### config.mk
export PLATFORM = sky130hd
export DESIGN_NAME = spi_mem_master
export DESIGN_NICKNAME = d
export VERILOG_FILES = /design/src/rtl/spi_mem_pkg.sv /design/src/rtl/spi_half_timer.sv /design/src/rtl/spi_frame_build.sv /design/src/rtl/spi_mem_master.sv
export SDC_FILE = /design/constraint.sdc
export NUM_CORES = 1
export LEC_CHECK = 0
export BUFFER_PORTS_ARGS = -buffer_cell sky130_fd_sc_hd__buf_2
export CORE_AREA = 4 4 107 109
export CTS_BUF_LIST = sky130_fd_sc_hd__clkbuf_4
export DETAILED_ROUTE_END_ITERATION = 6
export DIE_AREA = 0 0 111 113
export PLACE_DENSITY = 0.71
export SLEW_MARGIN = 25
export SYNTH_ARGS = -nofsm -noshare
export SYNTH_HDL_FRONTEND = slang
export SYNTH_SLANG_ARGS = --single-unit
export TNS_END_PERCENT = 10
### constraint.sdc
create_clock -name clk -period 8.1 [get_ports clk]
set_clock_uncertainty 0.2 [all_clocks]
set_input_delay 1.62 -clock clk [delete_from_list [all_inputs] [get_ports clk]]
set_output_delay 1.62 -clock clk [all_outputs]
set_load 0.05 [all_outputs]
### src/rtl/spi_mem_pkg.sv
package spi_mem_pkg;
   localparam int BYTE_W  = 8;
   localparam int ADDR_W  = 24;
   localparam int BIT_PHA = 0;
   localparam int BIT_POL = 1;
   localparam int BIT_CSH = 4;

   typedef enum logic [2:0] {
      ST_IDLE,
      ST_SETUP,
      ST_SHIFT,
      ST_HOLD,
      ST_FIN
   } spi_state_e;
endpackage

### src/rtl/spi_half_timer.sv
module spi_half_timer #(
   parameter int HALF = 2
) (
   input  logic clk,
   input  logic rst_n,
   input  logic run,
   output logic tick
);
   generate
      if (HALF < 1) begin : g_bad
         $error("spi_half_timer: HALF must be at least 1");
      end
      if (HALF == 1) begin : g_direct
         assign tick = run;
      end else begin : g_count
         localparam int W = $clog2(HALF);
         logic [W-1:0] cnt;
         assign tick = run && (cnt == W'(HALF - 1));
         always_ff @(posedge clk or negedge rst_n) begin
            if (!rst_n)             cnt <= '0;
            else if (!run || tick)  cnt <= '0;
            else                    cnt <= cnt + W'(1);
         end
      end
   endgenerate
endmodule

### src/rtl/spi_frame_build.sv
module spi_frame_build
   import spi_mem_pkg::*;
(
   input  logic [BYTE_W-1:0] cmd,
   input  logic [ADDR_W-1:0] addr,
   input  logic [1:0]        addr_sel,
   input  logic              munge,
   input  logic              nxt_addr,
   input  logic [BYTE_W-1:0] addr_hi,
   input  logic [BYTE_W-1:0] tx_data,
   output logic [BYTE_W-1:0] cmd_eff,
   output logic [1:0]        nab,
   output logic [ADDR_W-1:0] addr_al,
   output logic [BYTE_W-1:0] nxt_byte
);
   logic fold;
   assign fold     = munge && (addr_sel != 2'd0);
   assign cmd_eff  = cmd | {4'b0000, fold && addr[8], 3'b000};
   assign nab      = (addr_sel == 2'd0) ? 2'd0 : (fold ? 2'd1 : addr_sel);
   assign nxt_byte = nxt_addr ? addr_hi : tx_data;

   always_comb begin
      case (nab)
         2'd1:    addr_al = {addr[7:0], 16'h0000};
         2'd2:    addr_al = {addr[15:0], 8'h00};
         2'd3:    addr_al = addr;
         default: addr_al = '0;
      endcase
   end
endmodule

### src/rtl/spi_mem_master.sv
module spi_mem_master
   import spi_mem_pkg::*;
#(
   parameter int CLK_DIV = 4,
   parameter int LEN_W   = 8
) (
   input  logic             clk,
   input  logic             rst_n,
   input  logic             req,
   input  logic [4:0]       mode,
   input  logic [7:0]       cmd,
   input  logic [23:0]      addr,
   input  logic [1:0]       addr_sel,
   input  logic             munge,
   input  logic [LEN_W-1:0] data_len,
   input  logic [7:0]       tx_data,
   output logic             tx_take,
   output logic [7:0]       rx_data,
   output logic             rx_valid,
   output logic             busy,
   output logic             done,
   output logic             sclk,
   output logic             mosi,
   input  logic             miso,
   output logic             cs
);
   localparam int HALF = CLK_DIV / 2;
   localparam int CW   = LEN_W + 2;

   generate
      if (CLK_DIV < 2 || (CLK_DIV % 2) != 0) begin : g_bad_div
         $error("spi_mem_master: CLK_DIV must be even and at least 2");
      end
      if (LEN_W < 1) begin : g_bad_len
         $error("spi_mem_master: LEN_W must be at least 1");
      end
   endgenerate

   spi_state_e        state;
   logic              cpol_r, cpha_r, csh_r;
   logic [1:0]        nab_r;
   logic [CW-1:0]     total_r, bidx;
   logic [ADDR_W-1:0] addr_sh;
   logic [7:0]        sreg, rx_sh, rx_q;
   logic [2:0]        bitc;
   logic              half_b, sclk_q, cs_q, rxv_q, done_q;
   logic              tick, run;
   logic              nxt_addr, cur_data, last_byte, byte_end;
   logic [7:0]        cmd_eff, nxt_byte;
   logic [1:0]        nab_w;
   logic [ADDR_W-1:0] addr_al;
   logic              mode_unused;

   assign mode_unused = ^mode[3:2];

   assign run       = (state == ST_SETUP) || (state == ST_SHIFT) || (state == ST_HOLD);
   assign nxt_addr  = (bidx + CW'(1)) <= CW'(nab_r);
   assign cur_data  = bidx > CW'(nab_r);
   assign last_byte = (bidx == total_r - CW'(1));
   assign byte_end  = (state == ST_SHIFT) && tick && half_b && (bitc == 3'd7);

   assign tx_take  = byte_end && !last_byte && !nxt_addr;
   assign busy     = (state != ST_IDLE);
   assign done     = done_q;
   assign rx_valid = rxv_q;
   assign rx_data  = rx_q;
   assign sclk     = sclk_q;
   assign cs       = cs_q;
   assign mosi     = sreg[7];

   spi_half_timer #(.HALF(HALF)) u_timer (
      .clk   (clk),
      .rst_n (rst_n),
      .run   (run),
      .tick  (tick)
   );

   spi_frame_build u_build (
      .cmd      (cmd),
      .addr     (addr),
      .addr_sel (addr_sel),
      .munge    (munge),
      .nxt_addr (nxt_addr),
      .addr_hi  (addr_sh[23:16]),
      .tx_data  (tx_data),
      .cmd_eff  (cmd_eff),
      .nab      (nab_w),
      .addr_al  (addr_al),
      .nxt_byte (nxt_byte)
   );

   always_ff @(posedge clk or negedge rst_n) begin
      if (!rst_n) begin
         state   <= ST_IDLE;
         cpol_r  <= 1'b0;
         cpha_r  <= 1'b0;
         csh_r   <= 1'b0;
         nab_r   <= 2'd0;
         total_r <= '0;
         bidx    <= '0;
         addr_sh <= '0;
         sreg    <= '0;
         rx_sh   <= '0;
         rx_q    <= '0;
         bitc    <= '0;
         half_b  <= 1'b0;
         sclk_q  <= 1'b0;
         cs_q    <= 1'b1;
         rxv_q   <= 1'b0;
         done_q  <= 1'b0;
      end else begin
         rxv_q  <= 1'b0;
         done_q <= 1'b0;
         case (state)
            ST_IDLE: begin
               sclk_q <= mode[BIT_POL];
               if (req) begin
                  cpol_r  <= mode[BIT_POL];
                  cpha_r  <= mode[BIT_PHA];
                  csh_r   <= mode[BIT_CSH];
                  nab_r   <= nab_w;
                  total_r <= CW'(1) + CW'(nab_w) + CW'(data_len);
                  addr_sh <= addr_al;
                  sreg    <= cmd_eff;
                  bidx    <= '0;
                  bitc    <= '0;
                  half_b  <= 1'b0;
                  cs_q    <= mode[BIT_CSH];
                  state   <= ST_SETUP;
               end else begin
                  cs_q    <= ~mode[BIT_CSH];
               end
            end
            ST_SETUP: begin
               if (tick) begin
                  state  <= ST_SHIFT;
                  half_b <= 1'b0;
                  sclk_q <= cpol_r ^ cpha_r;
               end
            end
            ST_SHIFT: begin
               if (tick) begin
                  if (!half_b) begin
                     half_b <= 1'b1;
                     rx_sh  <= {rx_sh[6:0], miso};
                     sclk_q <= cpol_r ^ ~cpha_r;
                  end else begin
                     half_b <= 1'b0;
                     if (bitc == 3'd7) begin
                        rxv_q <= cur_data;
                        rx_q  <= rx_sh;
                        if (last_byte) begin
                           state  <= ST_HOLD;
                           sclk_q <= cpol_r;
                        end else begin
                           bidx   <= bidx + CW'(1);
                           bitc   <= '0;
                           sreg   <= nxt_byte;
                           sclk_q <= cpol_r ^ cpha_r;
                           if (nxt_addr) addr_sh <= {addr_sh[15:0], 8'h00};
                        end
                     end else begin
                        bitc   <= bitc + 3'd1;
                        sreg   <= {sreg[6:0], 1'b0};
                        sclk_q <= cpol_r ^ cpha_r;
                     end
                  end
               end
            end
            ST_HOLD: begin
               if (tick) begin
                  cs_q  <= ~csh_r;
                  state <= ST_FIN;
               end
            end
            ST_FIN: begin
               done_q <= 1'b1;
               state  <= ST_IDLE;
            end
            default: state <= ST_IDLE;
         endcase
      end
   end
endmodule

* Word level (Yosys, flattened, before mapping)
Index checks and enable logic that the tools add are counted.
** Storage, ports and cells
- Input port bits :: 60
- Output and inout bits :: 15
- Flip-flop bits (word level) :: 85
- Bits in writable memories :: 0
- Memories kept :: 0
- Memory bits (read-only) :: 0
- Word-level logic and storage cells :: 140
- Bits in latches :: 0
** Operators by class
- Divide/modulo/power cells :: 0
- Bitwise operators :: 7
- Reductions and logical operators :: 31
- Add/sub/neg operators :: 6
- Muxes and demuxes :: 57
- Magnitude comparators :: 2
- Shifts and indexed selects :: 0
- $mul :: 0
- Equality and inequality tests :: 19
** Operators with widths (number)
- $mux W24 :: 6
- $pmux W24 S3 :: 1
- $mux W10 :: 5
- $mux W8 :: 6
- $pmux W24 S2 :: 1
- $mux W3 :: 12
- $pmux W10 S2 :: 1
- $mux W1 :: 17
- $ne A2 B2 Y1 const B :: 8
- $pmux W8 S2 :: 1
- $reduce_and A7 Y1 :: 2
- $pmux W3 S4 :: 1
- $add A10 B1 Y10 const B :: 1
- $eq A10 B10 Y1 :: 1
- $gt A10 B2 Y1 :: 1
- $le A10 B2 Y1 :: 1
- $sub A10 B1 Y10 const B :: 1
- $add A3 B8 Y9 :: 1
- $logic_and A1 B1 Y1 :: 8
- $or A8 B4 Y8 :: 1
- $reduce_and A4 Y1 :: 2
- $eq A3 B2 Y1 const B :: 2
- $eq A3 B3 Y1 const B :: 2
- $pmux W1 S3 :: 2
- 23 further kinds :: 38

* Longest topological paths before layout
Gate-level depths: netlist of the first run.
- Depth after elaboration :: 9
- Depth in mapped cells :: 13
- Gate-level depth less buffers :: 9

* Modules after synthesis
From an unflattened synthesis of the first run, not the netlist that was laid out.
** Unflattened totals
- Cell total of the unflattened synthesis :: 585
- Area, all modules :: 5601.6 um^2
** Modules (own cells, without submodules)
- spi_mem_master :: area an instance 4812.1 um^2, cells an instance 487, sequential area each 2078.2 um^2, instances 1
- spi_frame_build :: area an instance 748.2 um^2, cells an instance 95, sequential area each 0.0 um^2, instances 1
- spi_half_timer :: area an instance 41.3 um^2, cells an instance 3, sequential area each 25.0 um^2, instances 1

* Worst setup path after synthesis of the first run
No wires, ideal clock.
- Kind :: input to output
- Start point :: input req
- End point :: output tx_take
- Setup slack :: 3.384 ns
- Arrival :: 2.896 ns
- Cell stages on the path :: 7
- Data required time :: 6.280 ns
- Path buffers :: 0
- Path through :: inv_1 -> o21ai_0 -> nand2_1 -> nor2_1 -> o21ai_2 -> nor2_1 -> o21a_1
** RTL lines
- start, declared :: line spi_mem_master.sv:9 : input logic req,
- end, declared :: line spi_mem_master.sv:17 : output logic tx_take,

* Worst setup path in the final report of the first run
- Start point :: register total_r[0]
- End point :: output tx_take
** Between the ends
- Cells in the longest elaborated chain, start to end :: 5
** RTL lines
- start, declared :: line spi_mem_master.sv:42 : logic [CW-1:0] total_r, bidx;
- start signal, assigned :: line spi_mem_master.sv:122 : total_r <= CW'(1) + CW'(nab_w) + CW'(data_len);
- $sub A10 B1 Y10 :: line spi_mem_master.sv:59 : assign last_byte = (bidx == total_r - CW'(1));
- $eq A10 B10 Y1 :: line spi_mem_master.sv:59
- $logic_not A1 Y1 :: line spi_mem_master.sv:62 : assign tx_take = byte_end && !last_byte && !nxt_addr;
- $logic_and A1 B1 Y1 (2 in series) :: line spi_mem_master.sv:62
Every way passes these cells.

==> out/qor.csv, run 1 <==
stage;metric;value;unit
floorplanning;I/O pin cnt;75;
global_routing;Total GRT Usage;20.1;%
synth;Post-synth EDFFs;0;
global_routing;largest net degree at the start of global routing;85;
sta;Slew Limit Fails;0;
global_routing;GRT Residual Overflow;0;
floorplanning;FP Rows;38;
final_layout;design area;0.00575;mm^2
clock_tree;hold_buf cts;0;
min_path;min-delay worst type;flip-flop to flip-flop;
drt;DR iter-0 viols;198;
placed_design;DPL Wire Length;8510;um
sta;Final setup viols;0;
synth;post-synthesis cell area;0.00527;mm^2
clock_tree;Bufs on Longest Clock Path;2;
clock_tree;Clock transition at path regs;0.14;ns
sta;Least-Margin Pin Slew;0.983;ns
setup_path;crit end category;output port;
final_layout;Area growth syn-to-layout;9.19;%
synth;syn_nets;629;
sta;achievable frequency;188;MHz
final_layout;Final #Nets;675;
sta;Fin. Hold Viols;0;
final_layout;ANT cells;0;
setup_path;crit path max fanout;16;
power;PD cells;319;mW/mm^2
clock_tree;H-tree depth;3;
clock_tree;root buffer cell;clkbuf_4;
sta;post-layout min period;5.32;ns
synth;Synth Instances;558;
run_status;outcome;finished, final reports clean;
setup_path;Worst Path Arrival;3.50;ns
synth;Synth cell types;73;
synth;yosys warns;0;
power;Pleak;2.68;nW
global_routing;first-pass GRT wire length;20900;um
drt;Total Wirelength;12300;um
drt;Wirelength per Cell;16.4;um
sta;setup ws final;2.78;ns
clock_tree;CTS sink cnt;84;
drt;Vias/cell;5.91;
clock_tree;worst skew pair latency;0.45;ns
floorplanning;Die Height;113;um
sta;final period utilization;65.7;%
setup_path;crit path launch type;flip-flop;
synth;Avg Inst Size Synth;9.44;um^2
drt;via count;4427;
floorplanning;Die Area;0.0125;mm^2
placed_design;GP Congestion;0.882;
placed_design;PortBufs;72;
final_layout;fraction of layout cells with a size suffix above 1;22.5;%
final_layout;fillers;949;
clock_tree;CTS resizes;0;
sta;RSZ-0062 raised after global routing;no;
sta;relative slew slack;33.9;%
floorplanning;Die W;111;um
floorplanning;Core ar.;0.0106;mm^2
power;Max VDD drop;0.174;mV
global_routing;initial antenna violation count;0;
clock_tree;Post-CTS Setup Inserts;0;
placed_design;Post-DP Area;0.00563;mm^2
synth;register bit total from synthesis;84;
flow_run;Max-Cap Viols;0;
clock_tree;CTS tree;built;
setup_path;Critical Path RT;6.28;ns
floorplanning;Initial Util;49.7;%
setup_path;crit path kind;flip-flop to output port;
drt;residual DRC count;0;
placed_design;dpl ws;2.90;ns
synth;asr flop ratio synth;100;%
drt;Detailed Routing Iterations Pass 1;4;
synth;Most used DFF post-synth;dfrtp_1;
global_routing;vias in the first global route;4452;
clock_tree;Num CTS Buffers;9;
sta;setup TNS;0;ns
synth;sequential-to-total area share from yosys stat;39.9;%
drt;antenna-violating nets left;0;
synthesized netlist by cell type (2+ instances only):
master / n / share of area [%]
a21o_1: 4 / 0.57
a21oi_1: 20 / 1.9
a221oi_1: 8 / 1.3
a22o_1: 18 / 3.0
a311oi_1: 12 / 2.0
a31o_2: 2 / 0.33
a31oi_1: 2 / 0.24
a32o_1: 2 / 0.38
and2_1: 3 / 0.36
and3_1: 2 / 0.24
buf_1: 2 / 0.14
buf_2: 6 / 0.57
buf_6: 5 / 1.1
clkbuf_1: 24 / 1.7
dfrtp_1: 83 / 39
ha_1: 10 / 2.4
inv_1: 33 / 2.4
mux2_1: 8 / 1.7
mux2_2: 20 / 4.3
mux2_4: 15 / 4.3
mux2i_1: 11 / 2.1
nand2_1: 54 / 3.8
nand2b_1: 3 / 0.36
nand3_1: 12 / 1.1
nand4_1: 5 / 0.59
nand4b_1: 3 / 0.50
nor2_1: 43 / 3.1
nor2b_1: 4 / 0.47
nor3_1: 15 / 1.4
nor3b_1: 2 / 0.28
nor4_1: 10 / 1.2
nor4b_1: 2 / 0.33
o211ai_1: 4 / 0.57
o21a_1: 2 / 0.28
o21ai_0: 34 / 3.2
o21ai_1: 2 / 0.19
o31ai_1: 8 / 1.1
or3_1: 8 / 0.95
or4_1: 5 / 0.71
xnor2_1: 10 / 1.7
xor2_1: 10 / 1.7
stage by stage:
step | total power [W] | hold WS [ns] | util (%) | instances
floorplan | 0.00142 | 0.246 | - | 558
global placement | 0.00157 | 0.273 | 53.0 | 733
detailed placement | 0.00161 | 0.271 | 53.1 | 733
CTS | 0.00184 | 0.305 | 54.2 | 749
global route | 0.00198 | 0.338 | 54.2 | 749
finish | 0.00183 | 0.302 | 54.2 | 749
final timing paths:
| path | from | to | slack (ns) | cells past startpoint |
|---|---|---|---|---|
| hold / removal | csh_r | csh_r | 0.30 | 2 |
| setup / recovery | total_r[0] | tx_take | 2.78 | 10 |
| setup reg to reg | total_r[0] | addr_sh[10] | 4.48 | 9 |
| max in group asynchronous | rst_n | total_r[4] | 6.15 | 1 |
| hold reg to reg | csh_r | csh_r | 0.30 | 2 |
| min in group asynchronous | rst_n | sreg[5] | 0.98 | 1 |
cells in the final DEF (no fill, tap or decap), types with 3 or more instances in the layout:
| master | synthesis | layout |
|---|---|---|
| xor2_1 | 10 | 10 |
| a21oi_1 | 20 | 20 |
| mux2i_1 | 11 | 11 |
| mux2_4 | 15 | 15 |
| nor4_1 | 10 | 10 |
| o211ai_1 | 4 | 4 |
| nand4_1 | 5 | 5 |
| xnor2_1 | 10 | 10 |
| a311oi_1 | 12 | 12 |
| inv_1 | 33 | 33 |
| dfrtp_1 | 83 | 83 |
| ha_1 | 10 | 10 |
| nand2_1 | 54 | 54 |
| nor2_1 | 43 | 43 |
| nor2b_1 | 4 | 4 |
| or3_1 | 8 | 8 |
| nand2b_1 | 3 | 3 |
| buf_2 | 6 | 71 |
| clkinvlp_4 | 0 | 3 |
| clkbuf_4 | 0 | 10 |
| o21ai_0 | 34 | 34 |
| nand4b_1 | 3 | 3 |
| a221oi_1 | 8 | 8 |
| and2_1 | 3 | 3 |
| a22o_1 | 18 | 18 |
| or4_1 | 5 | 5 |
| nor3_1 | 15 | 15 |
| o31ai_1 | 8 | 8 |
| nand3_1 | 12 | 12 |
| mux2_1 | 8 | 8 |
| a21o_1 | 4 | 4 |
| mux2_2 | 20 | 20 |
cells by family (layout without fill, tap and decap cells):
| family | after synthesis | count (layout) | synth area share [%] |
|---|---|---|---|
| AO/OA/AOI/OAI | 136 | 136 | 18.4 |
| XOR/XNOR | 20 | 20 | 3.33 |
| adder cells (fa/ha/maj) | 11 | 11 | 2.76 |
| buffers and inverters | 73 | 124 | 6.15 |
| flip-flops | 84 | 84 | 39.9 |
| multiplexers | 55 | 55 | 12.6 |
| AND/OR/NAND/NOR | 179 | 179 | 16.8 |
where the power goes:
part           switching, W  internal [W]
Sequential         0.000158      0.000567
Clock              0.000159     0.0000691
Combinational      0.000501      0.000378
Total              0.000819       0.00101
registers in the layout (all words and copies together) (netlist names), 2 cells and up:
register and count:
addr_sh 24, bidx 10, total_r 9, rx_data 8, rx_sh 8, sreg 8
bitc 3, state 3, nab_r 2
routing by layer:
layer	GRT usage, %	vias to the layer above	share of wire (%)
met5	0	-	0
met4	8.70	0	1.7
met3	3.26	17	4.3
met2	33.5	107	49
met1	26.0	2182	45
li1	-	2121	-
cell type report:
| type | count | area [um^2] | share of cell area, % |
|---|---|---|---|
| clock buffers | 10 | 75.1 | 1.31 |
| clock inverters | 6 | 48.8 | 0.848 |
| flip-flops and latches | 84 | 2100 | 36.6 |
| multi-input cells | 401 | 2840 | 49.4 |
| well taps | 140 | 175 | 3.05 |
| inverters | 34 | 128 | 2.22 |
| repair buffers | 74 | 382 | 6.63 |
critical path, cell delays in order (launching register included):
cell	delay, ns
dfrtp_1	0.52
inv_1	0.07
ha_1	0.31
or3_1	0.37
o311ai_1	0.26
o311a_1	0.23
o22ai_2	0.13
o21ai_2	0.54
nor2_1	0.22
o21a_1	0.18
buf_2	0.22
(Power assumes the default switching activity.)
==> inputs of run 2 (changes only) <==
Settings changed: ABC_AREA set to 1.
Clock period 8.1 ns to 5.1 ns, I/O delays scaled along.
==> run 2 against run 1 <==
Total power grew 74%. Sequential power up 49%. Non-clock buffer count grew 2. Synthesized area fell by 0.67%. Clock power rose by 86%. Hold slack got worse by 0.14 ns. Largest power group unchanged. Combinational power grew 92%. Synthesized cell count grew 20%. Sequential cell count is the same. Global-route usage down 0.42 points.
==> out/qor.csv, run 2 <==
stage;metric;value;unit
placed_design;PortBufs;72;
clock_tree;H-tree depth;3;
floorplanning;Die Height;113;um
sta;achievable frequency;216;MHz
synth;sequential-to-total area share from yosys stat;40.2;%
setup_path;R2R depth;11;
drt;residual DRC count;0;
final_layout;commonest non-fill, non-tap cell in the layout;nand2_1;
sta;Least-Margin Pin Slew;1.00;ns
drt;Wirelength per Cell;13.5;um
floorplanning;Die W;111;um
floorplanning;Core ar.;0.0106;mm^2
placed_design;GP Congestion;0.876;
sta;setup ws final;0.472;ns
min_path;min-delay worst type;input pin to async pin;
clock_tree;Post-CTS Setup Inserts;0;
final_layout;ANT cells;0;
clock_tree;hold_buf cts;0;
run_status;outcome;finished, final reports clean;
drt;Detailed Routing Iterations Pass 1;5;
sta;RSZ-0062 raised after global routing;no;
final_layout;design area;0.00582;mm^2
setup_path;reg2reg setup slack;1.70;ns
floorplanning;Initial Util;49.4;%
global_routing;largest net degree at the start of global routing;50;
synth;most common cell in the netlist;nand2_1;
global_routing;first-pass GRT wire length;20500;um
power;Pleak;2.88;nW
synth;Post-synth EDFFs;0;
synth;dominant cells by area after synthesis;dfrtp_1 40%, nand2_1 13%, nor2_1 5.1%;
setup_path;crit path max fanout;34;
final_layout;Area growth syn-to-layout;11.3;%
clock_tree;Bufs on Longest Clock Path;2;
floorplanning;Die Area;0.0125;mm^2
sta;Slew Limit Fails;0;
final_layout;Top reg by flops;addr_sh;
power;Max VDD drop;0.231;mV
synth;Synth Instances;669;
sta;Final setup viols;0;
sta;setup TNS;0;ns
synth;syn_nets;740;
synth;post-synthesis cell area;0.00523;mm^2
floorplanning;I/O pin cnt;75;
floorplanning;FP Rows;38;
drt;Total Wirelength;11900;um
setup_path;r2r endpoint;addr_sh[23];
setup_path;worst r2r src;state[1];
clock_tree;CTS resizes;0;
synth;Avg Inst Size Synth;7.82;um^2
final_layout;max FFs per register;24;
synth;Most used DFF post-synth;dfrtp_1;
synth;Synth top cells by count;176 x nand2_1, 83 x dfrtp_1, 71 x nor2_1;
drt;antenna-violating nets left;0;
clock_tree;Clock transition at path regs;0.14;ns
clock_tree;CTS sink cnt;84;
setup_path;Critical Path RT;3.88;ns
synth;yosys warns;0;
clock_tree;Num CTS Buffers;9;
global_routing;vias in the first global route;4489;
clock_tree;worst skew pair latency;0.44;ns
drt;DR iter-0 viols;218;
setup_path;crit end category;output port;
power;PD cells;549;mW/mm^2
final_layout;fraction of layout cells with a size suffix above 1;23.7;%
final_layout;most frequent cells in the layout;176 x nand2_1, 83 x dfrtp_1, 71 x nor2_1, 71 x buf_2, 44 x inv_1;
placed_design;Post-DP Area;0.00567;mm^2
flow_run;Max-Cap Viols;0;
synth;asr flop ratio synth;100;%
setup_path;Worst Path Arrival;3.41;ns
global_routing;GRT Residual Overflow;0;
clock_tree;CTS tree;built;
global_routing;initial antenna violation count;0;
drt;via count;4598;
placed_design;dpl ws;0.920;ns
sta;final period utilization;90.7;%
final_layout;Final #Nets;806;
sta;Fin. Hold Viols;0;
setup_path;crit path kind;flip-flop to output port;
synth;post-synth top area cell;dfrtp_1;
final_layout;largest registers;addr_sh: 24 flops, bidx: 10 flops, total_r: 9 flops;
synth;Yosys top cell area share;39.7;%
sta;post-layout min period;4.63;ns
clock_tree;root buffer cell;clkbuf_4;
synth;register bit total from synthesis;84;
sta;relative slew slack;32.9;%
setup_path;crit path launch type;flip-flop;
synth;Synth cell types;49;
drt;Vias/cell;5.23;
placed_design;DPL Wire Length;9060;um
global_routing;Total GRT Usage;19.6;%
-- run 2: changes by cell type after synthesis, sizes merged, moves of 9 or more --
cell and change:
nor3 -10, inv +29, nor2 +41, nand3b +14, nand2 +153, nor4 -9
mux2 -43, o21ai +25, a311oi -12, nand3 +30, a22o -11, clkbuf -17
-- run 2: per-stage QoR --
step                power [W]  hold slack (ns)  cells  util (%)
floorplan             0.00250            0.242    669         -
global placement      0.00273            0.259    862      53.0
detailed placement    0.00279            0.264    864      53.5
CTS                   0.00322            0.130    879      54.9
global route          0.00348            0.131    879      54.9
finish                0.00320            0.165    879      54.9
-- run 2: area by class of cell --
class | instances | area (um^2)
fill | 1026 | 4780
multi-input combinational | 500 | 2720
sequential | 84 | 2100
timing repair buffer | 76 | 425
inverter | 64 | 245
tap | 140 | 175
clock inverter | 5 | 77.6
clock buffer | 10 | 75.1
-- run 2: power by group --
part           total [W]  internal (W)  switching, W
Combinational    0.00169      0.000561       0.00113
Sequential       0.00108      0.000888      0.000196
Clock           0.000423      0.000200      0.000223
Total            0.00320       0.00165       0.00155
-- run 2: routing by layer --
layer	track usage [%]	share of wire (%)	vias up
met5	0	0	-
met4	5.01	1.3	0
met3	3.90	3.7	13
met2	34.3	50	88
met1	25.1	45	2194
li1	-	-	2303
-- run 2: worst max-delay path by stage --
stage / from / end / slack [ns] / depth (start not counted)
6_report: state[1] / tx_take / 0.47 / 10
5_1_grt: state[1] / tx_take / 0.18 / 10
4_1_cts: state[1] / tx_take / 0.39 / 10
3_5_place_dp: state[1] / tx_take / 0.92 / 10
3_3_place_gp: req / tx_take / 0.99 / 8
2_1_floorplan: req / tx_take / 1.43 / 7
-- run 2: worst max-delay path: stages (launching register included) --
cell,delay (ns)
dfrtp_1,0.47
inv_2,0.15
nor2_8,0.12
inv_2,0.38
o22ai_2,0.15
a211oi_2,0.72
nand2_1,0.29
inv_2,0.11
nand2_2,0.12
nor2_1,0.17
buf_2,0.29
-- run 2: cell families after synthesis --
logic type | synth area share (%)
AO/OA/AOI/OAI | 12.1
XOR/XNOR | 2.82
adder cells (fa/ha/maj) | 2.77
buffers and inverters | 7.80
flip-flops | 40.2
multiplexers | 1.34
AND/OR/NAND/NOR | 33.0
==> inputs of run 3 (changes only) <==
Settings changed: CELL_PAD_IN_SITES_DETAIL_PLACEMENT set to 0, CELL_PAD_IN_SITES_GLOBAL_PLACEMENT set to 1, CORE_AREA 4 4 107 109 to 4 4 128 130, DIE_AREA 0 0 111 113 to 0 0 132 134, PLACE_DENSITY 0.71 to unset, PLACE_DENSITY_LB_ADDON set to 0.1.
==> run 3 against run 2 <==
Non-clock buffer count did not move. Fmax rose by 7.0%. Sequential share of layout area barely moved. Sequential power barely moved. Hold slack improved by 0.13 ns. Total power fell by 1.8%. Critical endpoint unchanged. Highest routed layer unchanged.
==> out/qor.csv, run 3 (synthesis gave the netlist of run 2 again) <==
stage;metric;value;unit
clock_tree;worst skew pair latency;0.45;ns
drt;antenna-violating nets left;0;
final_layout;Top reg by flops;addr_sh;
sta;setup ws final;0.773;ns
floorplanning;FP Rows;45;
drt;Wirelength per Cell;13.9;um
clock_tree;Post-CTS Setup Inserts;0;
power;Max VDD drop;0.222;mV
setup_path;Critical Path RT;3.88;ns
sta;Final setup viols;0;
drt;Vias/cell;4.83;
setup_path;crit path max fanout;34;
global_routing;Total GRT Usage;15.2;%
drt;DR iter-0 viols;218;
sta;setup TNS;0;ns
final_layout;ANT cells;0;
floorplanning;I/O pin cnt;75;
placed_design;DPL Wire Length;9730;um
setup_path;crit path launch type;flip-flop;
sta;Fin. Hold Viols;0;
clock_tree;CTS sink cnt;84;
drt;via count;4479;
floorplanning;Core ar.;0.0151;mm^2
flow_run;Max-Cap Viols;0;
global_routing;largest net degree at the start of global routing;53;
placed_design;PortBufs;72;
drt;residual DRC count;0;
placed_design;Post-DP Area;0.00570;mm^2
setup_path;crit end category;output port;
final_layout;largest registers;addr_sh: 24 flops, bidx: 10 flops, total_r: 9 flops;
final_layout;design area;0.00582;mm^2
floorplanning;Die Area;0.0177;mm^2
clock_tree;Num CTS Buffers;9;
clock_tree;Bufs on Longest Clock Path;2;
sta;Slew Limit Fails;0;
final_layout;Final #Nets;806;
power;PD cells;539;mW/mm^2
global_routing;first-pass GRT wire length;21900;um
placed_design;dpl ws;0.864;ns
final_layout;fillers;1620;
floorplanning;Die W;132;um
floorplanning;Die Height;134;um
run_status;outcome;finished, final reports clean;
final_layout;Final Util;38.4;%
setup_path;Worst Path Arrival;3.11;ns
min_path;min-delay worst type;flip-flop to flip-flop;
power;Power Total;0.00314;W
clock_tree;root buffer cell;clkbuf_4;
clock_tree;Clock transition at path regs;0.14;ns
final_layout;Area growth syn-to-layout;11.2;%
global_routing;vias in the first global route;4510;
final_layout;max FFs per register;24;
drt;Total Wirelength;12900;um
global_routing;GRT Residual Overflow;0;
power;Pleak;2.84;nW
clock_tree;H-tree depth;3;
sta;post-layout min period;4.33;ns
final_layout;fraction of layout cells with a size suffix above 1;23.8;%
sta;Least-Margin Pin Slew;0.867;ns
clock_tree;CTS tree;built;
placed_design;GP Congestion;0.772;
clock_tree;CTS resizes;0;
global_routing;initial antenna violation count;0;
setup_path;crit path kind;flip-flop to output port;
final_layout;most frequent cells in the layout;176 x nand2_1, 83 x dfrtp_1, 71 x buf_2;
clock_tree;hold_buf cts;0;
sta;achievable frequency;231;MHz
floorplanning;Initial Util;34.5;%
sta;relative slew slack;42.1;%
sta;RSZ-0062 raised after global routing;no;
final_layout;commonest non-fill, non-tap cell in the layout;nand2_1;
drt;Detailed Routing Iterations Pass 1;4;
sta;final period utilization;84.8;%
-- run 3: cell count changes in the layout (fill, tap and decap cells not counted), moves of 2 or more --
cell        before  now
clkinv_2         2    0
buf_4            3    5
inv_6            0    2
bufinv_16        2    0
clkinvlp_4       1    4
-- run 3: critical path: stages (launching register included) --
cell and delay (ns):
dfrtp_1 0.47, inv_2 0.14, nor2_8 0.13, inv_2 0.09, o22ai_2 0.09, a211oi_2 0.69
nand2_1 0.32, inv_2 0.11, nand2_2 0.13, nor2_1 0.18, buf_2 0.29
-- run 3: report_power, final --
group / switching (W) / internal, W / total (W) / leakage (nW)
logic: 0.00113 / 0.000564 / 0.00170 / 1.73
registers: 0.000198 / 0.000888 / 0.00109 / 1.05
clock network: 0.000255 / 0.000101 / 0.000356 / 0.0526
total: 0.00159 / 0.00155 / 0.00314 / 2.84
-- run 3: final timing paths --
kind,endpoint,start,depth (start not counted),slack [ns]
worst max-delay path,tx_take,state[1],10,0.77
worst min-delay path,cs,cs,2,0.29
worst max register to register,addr_sh[23],state[0],13,1.89
worst min register to register,cs,cs,2,0.29
max in group asynchronous,bidx[2],rst_n,2,3.35
min in group asynchronous,total_r[5],rst_n,1,0.41
-- run 3: per-layer routing --
metal | share of wire (%) | vias to the layer above | track usage (%)
met2 | 50 | 56 | 26.5
met4 | 0.74 | 0 | 3.85
met5 | 0 | - | 0
li1 | - | 2295 | -
met1 | 48 | 2123 | 19.4
met3 | 2.2 | 5 | 2.78
-- run 3: per-stage QoR --
| step | hold WS (ns) | instances |
|---|---|---|
| after floorplan | 0.242 | 669 |
| after global placement | 0.261 | 912 |
| after detailed placement | 0.265 | 912 |
| after CTS | 0.296 | 928 |
| after global routing | 0.319 | 928 |
| final | 0.292 | 928 |
-- run 3: cell type report --
cell class	count	area [um^2]	area share (%)
inverters	64	245	4.21
well taps	188	235	4.04
repair buffers	76	393	6.75
flip-flops and latches	84	2100	36.1
clock buffers	9	67.6	1.16
clock inverters	7	51.3	0.882
multi-input cells	500	2720	46.8
